## src/rtl/cascade_exp_pkg.sv

```systemverilog
// Shared types and helpers for the cascade expansion adder.
// Assumes two's-complement data throughout.
package cascade_exp_pkg;

    // Pixel-clock level for one fast clock cycle.
    typedef enum logic {
        PH_LOW  = 1'b0,
        PH_HIGH = 1'b1
    } pix_phase_e;

    // Mode of the cascade bus.
    typedef enum logic {
        BUS_SPLIT  = 1'b0,
        BUS_NARROW = 1'b1
    } bus_mode_e;

endpackage

```

## src/rtl/exp_bus_deser.sv

```systemverilog
// Expansion bus receiver.
// What it does: in split mode it stores the lower half seen in the high
// phase and joins it with the upper half seen in the low phase. In narrow
// mode it sign-extends the single 16-bit value.
// Assumes: the caller uses exp_word only at the edge that ends a low phase.
module exp_bus_deser
    import cascade_exp_pkg::*;
#(
    parameter int HALF_W = 16
) (
    input  logic                  clk,
    input  logic                  rst_n,
    input  logic                  pix_hi,
    input  logic                  mux_off,
    input  logic [HALF_W-1:0]     exp_in,
    output logic [2*HALF_W-1:0]   exp_word
);
    localparam int WORD_W = 2 * HALF_W;

    pix_phase_e          phase;
    bus_mode_e           mode;
    logic [HALF_W-1:0]   lo_half_q;
    logic [WORD_W-1:0]   split_word;
    logic [WORD_W-1:0]   narrow_word;

    assign phase = pix_phase_e'(pix_hi);
    assign mode  = bus_mode_e'(mux_off);

    // Store the lower half at the edge that ends the high phase.
    always_ff @(posedge clk) begin
        if (!rst_n) begin
            lo_half_q <= '0;
        end else if (phase == PH_HIGH) begin
            lo_half_q <= exp_in;
        end
    end

    // Build the split word from the upper half now on the bus and the stored lower half.
    always_comb begin
        split_word = {exp_in, lo_half_q};
    end

    // Sign-extend the narrow value one bit at a time.
    genvar gi;
    generate
        for (gi = 0; gi < WORD_W; gi++) begin : g_sext
            if (gi < HALF_W) begin : g_low
                assign narrow_word[gi] = exp_in[gi];
            end else begin : g_high
                assign narrow_word[gi] = exp_in[HALF_W-1];
            end
        end
    endgenerate

    // Choose the word that matches the bus mode.
    always_comb begin
        exp_word = (mode == BUS_NARROW) ? narrow_word : split_word;
    end

endmodule

```

## src/rtl/exp_sum_stage.sv

```systemverilog
// Expansion adder stage.
// What it does: forms local + expansion (or local alone when the adder is
// off), modulo 2^WORD_W. It keeps the upper half of the sum for the next
// pixel's low-phase output.
// Assumes: take is high only in the low phase, once per pixel.
module exp_sum_stage #(
    parameter int HALF_W = 16
) (
    input  logic                  clk,
    input  logic                  rst_n,
    input  logic                  take,
    input  logic                  add_en,
    input  logic [2*HALF_W-1:0]   local_sum,
    input  logic [2*HALF_W-1:0]   exp_word,
    output logic [HALF_W-1:0]     nxt_lo,
    output logic [HALF_W-1:0]     held_hi
);
    localparam int WORD_W = 2 * HALF_W;

    logic [WORD_W-1:0] addend;
    logic [WORD_W-1:0] total;

    // Gate the expansion term with the adder enable.
    always_comb begin
        addend = add_en ? exp_word : '0;
    end

    // Add with wrap: the carry out of the top bit is not kept.
    always_comb begin
        total = local_sum + addend;
    end

    assign nxt_lo = total[HALF_W-1:0];

    // Keep the upper half of the sum formed at the end of the pixel.
    always_ff @(posedge clk) begin
        if (!rst_n) begin
            held_hi <= '0;
        end else if (take) begin
            held_hi <= total[WORD_W-1:HALF_W];
        end
    end

endmodule

```

## src/rtl/out_bus_ser.sv

```systemverilog
// Output bus driver.
// What it does: registers dout. At the end of a low phase it loads the
// lower half of the new sum. At the end of a high phase it loads the
// stored upper half in split mode, or keeps its value in narrow mode.
// Assumes: pix_hi alternates every clock cycle.
module out_bus_ser
    import cascade_exp_pkg::*;
#(
    parameter int HALF_W = 16
) (
    input  logic              clk,
    input  logic              rst_n,
    input  logic              pix_hi,
    input  logic              mux_off,
    input  logic [HALF_W-1:0] nxt_lo,
    input  logic [HALF_W-1:0] held_hi,
    output logic [HALF_W-1:0] dout
);
    pix_phase_e          phase;
    bus_mode_e           mode;
    logic [HALF_W-1:0]   dout_d;

    assign phase = pix_phase_e'(pix_hi);
    assign mode  = bus_mode_e'(mux_off);

    // Choose the half that goes on the bus in the next cycle.
    always_comb begin
        unique case (phase)
            PH_LOW:  dout_d = nxt_lo;
            PH_HIGH: dout_d = (mode == BUS_NARROW) ? dout : held_hi;
            default: dout_d = dout;
        endcase
    end

    // Output register.
    always_ff @(posedge clk) begin
        if (!rst_n) begin
            dout <= '0;
        end else begin
            dout <= dout_d;
        end
    end

endmodule

```

## src/rtl/cascade_exp_adder.sv

```systemverilog
// Cascade expansion adder, top level.
// What it does: receives a partial sum from the previous device on a
// phase-split bus, adds it to the local result if enabled, and sends the
// result on a phase-split (or narrow) output bus.
// Assumes: clk runs at twice the pixel rate, pix_hi alternates, and
// local_sum, add_en and mux_off are steady within a pixel.
module cascade_exp_adder #(
    parameter int HALF_W = 16
) (
    input  logic                 clk,
    input  logic                 rst_n,
    input  logic                 pix_hi,
    input  logic                 add_en,
    input  logic                 mux_off,
    input  logic [2*HALF_W-1:0]  local_sum,
    input  logic [HALF_W-1:0]    exp_in,
    output logic [HALF_W-1:0]    dout
);
    localparam int WORD_W = 2 * HALF_W;

    logic [WORD_W-1:0] exp_word;
    logic [HALF_W-1:0] nxt_lo;
    logic [HALF_W-1:0] held_hi;
    logic              take;

    // The end of a low phase is the end of a pixel.
    assign take = ~pix_hi;

    exp_bus_deser #(.HALF_W(HALF_W)) u_deser (
        .clk      (clk),
        .rst_n    (rst_n),
        .pix_hi   (pix_hi),
        .mux_off  (mux_off),
        .exp_in   (exp_in),
        .exp_word (exp_word)
    );

    exp_sum_stage #(.HALF_W(HALF_W)) u_sum (
        .clk       (clk),
        .rst_n     (rst_n),
        .take      (take),
        .add_en    (add_en),
        .local_sum (local_sum),
        .exp_word  (exp_word),
        .nxt_lo    (nxt_lo),
        .held_hi   (held_hi)
    );

    out_bus_ser #(.HALF_W(HALF_W)) u_ser (
        .clk     (clk),
        .rst_n   (rst_n),
        .pix_hi  (pix_hi),
        .mux_off (mux_off),
        .nxt_lo  (nxt_lo),
        .held_hi (held_hi),
        .dout    (dout)
    );

endmodule

```

## config.mk

```make
export PLATFORM = sky130hd
export DESIGN_NAME = cascade_exp_adder
export DESIGN_NICKNAME = d
export VERILOG_FILES = /design/src/rtl/cascade_exp_pkg.sv /design/src/rtl/exp_bus_deser.sv /design/src/rtl/exp_sum_stage.sv /design/src/rtl/out_bus_ser.sv /design/src/rtl/cascade_exp_adder.sv
export SDC_FILE = /design/constraint.sdc
export NUM_CORES = 1
export LEC_CHECK = 0
export ABC_AREA = 1
export BUFFER_PORTS_ARGS = -buffer_cell sky130_fd_sc_hd__buf_2
export CAP_MARGIN = 40
export CORE_UTILIZATION = 27
export CTS_CLUSTER_SIZE = 30
export DETAILED_ROUTE_END_ITERATION = 8
export GPL_TIMING_DRIVEN = 0
export SYNTH_ARGS = -nofsm -noshare
export SYNTH_HDL_FRONTEND = slang
export SYNTH_SLANG_ARGS = --single-unit
```

## constraint.sdc

```tcl
create_clock -name clk -period 6.61 [get_ports clk]
set_clock_uncertainty 0.05 [all_clocks]
set_input_delay 1.322 -clock clk [delete_from_list [all_inputs] [get_ports clk]]
set_output_delay 1.322 -clock clk [all_outputs]
set_load 0.01 [all_outputs]
```

==> flow_summary_export.csv <==
group,metric,value,unit
run_status,status,"complete, no violations",
timing,setup_slack,2720,ps
finish,fillers,1891,
floorplanning,start_util,28.0,%
floorplanning,ios,69,
worst_setup_path,critical_path_class,"primary input to register",
finish,syn_to_final_growth,17.1,%
floorplanning,core_region_area,0.0161,mm²
drt,first_pass_iters,5,
logic_synthesis,synth_top_family_by_area,"simple AND/OR/NAND/NOR gates",
global_route,grtUsageTotal,18.6,%
logic_synthesis,yosys.area.top_type,"nand2_1",
worst_setup_path,crit_path_end_kind,"register",
power,p_leak,2.87,nW
logic_synthesis,avgSynthCellArea,5.57,µm²
worst_hold_path,hold_path_class,"register to register",
worst_setup_path,cp_max_fo,10,
logic_synthesis,synthDistinctLibCells,31,
clocking,cts_buffers,5,
drt,drc_errors,0,
finish,layout.nets,970,
logic_synthesis,synth_area,0.00452,mm²
timing,worst_pin_slew,493,ps
logic_synthesis,ys_warn_count,0,
drt,wl_per_cell,14.2,µm
power,powerDensity,181,mW/mm²
power,power_frac_comb,34.8,%
drt,antenna_left,0,
global_route,grt-ovfl-total,0,
timing,hold_viol,0,
power,seqPwrFrac,34.1,%
logic_synthesis,synthTopCellsByArea,"nand2_1 22%, dfxtp_1 21%, inv_1 9.4%",
clocking,cts_tree,"yes",
drt,vias_per_cell,4.64,
logic_synthesis,synth-xor-area-share,0.194,%
logic_synthesis,synth_cells,812,
clocking,cts-resized-gates,0,
clocking,htreeDepth,2,
clocking,clk_path_buf_depth,2,
drt,vias,5114,
timing,slew_headroom,67.2,%
logic_synthesis,synthMuxAreaShare,0,%
finish,layout_commonest_cell,"nand2_1",
logic_synthesis,ys_seq_elements,48,
finish,num_antenna_cells,0,
job,cap_violations,0,
timing,finalSetupViolCount,0,
finish,drive_gt1_share,12.5,%
timing,slew_violations,0,
logic_synthesis,syn-num-nets,897,
floorplanning,rows,46,
finish,layout_common_cells,"269 x nand2_1, 113 x inv_1, 109 x nor2_1, 71 x buf_2, 67 x a21oi_1",
logic_synthesis,synth_top_area_share,22.3,%
power,p_int,0.608,mW
place,hpwl,13300,µm
power,pwr-share-clk,31.2,%
logic_synthesis,yosys.area_share.adder,9.03,%
drt,wirelength,15600,µm
logic_synthesis,yosys.area_share.simple,43.7,%
floorplanning,dieArea,0.0173,mm²
global_route,antenna_found_initial,0,
drt,first_iter_violations,350,
clocking,hold_buffers,0,
global_route,grt_pass1_vias,4698,
timing,rsz0062_at_grt,"false",
worst_setup_path,start_kind,"primary input",
clocking,clock_latency,300,ps
clocking,clock-root-buffer,"clkbuf_16",
timing,setup_tns,0,ps
clocking,path_clk_slew,70,ps
place,place.gp.congestion,0.919,
power,p_sw,0.348,mW
power,p_total,0.957,mW
global_route,grt_pass1_wl,24900,µm
timing,fin_crit_sh,58.8,%
place,post-place-ws,2440,ps
global_route,grt_max_degree,17,
floorplanning,die_y,131,µm
clocking,cts.sinks,48,
power,switching_share,36.4,%
power,ir_drop,0.110,mV
logic_synthesis,synth_compound_area_share,13.7,%
timing,max_freq,0.257,GHz
timing,finalCriticalPeriod,3890,ps
floorplanning,die_x,131,µm
logic_synthesis,ys_seq_area_share,21.3,%
place,port_buffers,66,
worst_setup_path,required,6790,ps
worst_setup_path,crit_arrival,4070,ps
clocking,post_cts_buffers,0,
-- registers in the layout (all words and copies together) (netlist names) --
register	count
u_deser.lo_half_q	16
u_ser.dout	16
u_sum.held_hi	16
-- synthesized netlist by cell type --
cell type,count
a31oi_1,9
a21oi_2,1
or2_2,7
clkinv_1,1
nand3_1,60
buf_2,5
clkbuf_1,16
o21bai_1,3
inv_2,2
nor3_1,2
fa_1,1
dfxtp_1,48
nand3b_1,2
buf_4,2
a221oi_1,1
nor2_4,1
nor2_1,109
inv_1,113
nand3_2,6
ha_1,31
o21ai_0,36
nand2_1,269
nor2_2,3
clkbuf_8,1
nand2_2,7
a21oi_1,67
a21o_1,1
xor2_1,1
nor3_2,2
or2_1,2
nand4_1,3
-- power by group through the flow --
stage                     Clock [mW]  Sequential, mW  Combinational, mW
final                          0.298           0.326              0.333
after global routing           0.310           0.328              0.377
after detailed placement           0           0.332              0.330
after CTS                      0.300           0.325              0.332
after floorplan                    0           0.334              0.219
after global placement             0           0.332              0.328
-- critical path: stages --
cell and delay, ps:
clkbuf_1 330, inv_1 120, clkbuf_1 240, nor2_1 140, nor2_1 90, ha_1 240, fa_1 490, nand3_1 130
nand3_1 160, nand2_1 140, nand3_1 130, nand2_1 150, nand3_1 90, nand2_1 60, nand3_1 100, a21oi_1 140
-- per-layer routing --
layer  wire length (µm)  up-vias  part of all wire [%]  GRT usage [%]
met5                  0        -                     0              0
met3                920       16                   5.9           2.66
met1               7790     2259                    50           26.5
met4                276        0                   1.8           4.33
li1                   -     2701                     -              -
met2               6620      138                    42           29.4
-- per-stage QoR --
step           area [µm²]  util (%)  hold WS [ps]  instances
2_1_floorplan        4520         -           396        812
3_5_place_dp         5120      31.8           409       1094
3_3_place_gp         5120      31.8           407       1094
5_1_grt              5290      32.8           439       1102
4_1_cts              5290      32.8           421       1102
6_report             5290      32.8           419       1102
-- kinds of logic (layout without fill, tap and decap cells) --
logic type               after synthesis  after routing
adder cells (fa/ha/maj)               32             32
flip-flops                            48             48
AND/OR/NAND/NOR                      473            473
buffers and inverters                140            214
AO/OA/AOI/OAI                        118            118
XOR/XNOR                               1              1
-- path summary, 6_finish.rpt --
| kind | startpoint | endpoint | slack (ps) | depth (start not counted) |
|---|---|---|---|---|
| worst max-delay path | mux_off | u_sum.held_hi[8] | 2720 | 16 |
| worst min-delay path | u_sum.held_hi[11] | u_sum.held_hi[11] | 420 | 2 |
| worst max register to register | u_deser.lo_half_q[0] | u_sum.held_hi[8] | 4100 | 13 |
| worst min register to register | u_sum.held_hi[11] | u_sum.held_hi[11] | 420 | 2 |
-- area by class of cell --
type,instances,area (µm²),area share (%)
clock buffers,5,125,2.36
clock inverters,3,47.5,0.898
well taps,216,270,5.11
inverters,116,435,8.23
multi-input cells,624,3010,56.9
flip-flops and latches,48,961,18.2
plain buffers,24,114,2.15
repair buffers,66,330,6.24
Note: power is estimated with default switching activity, not from simulation.
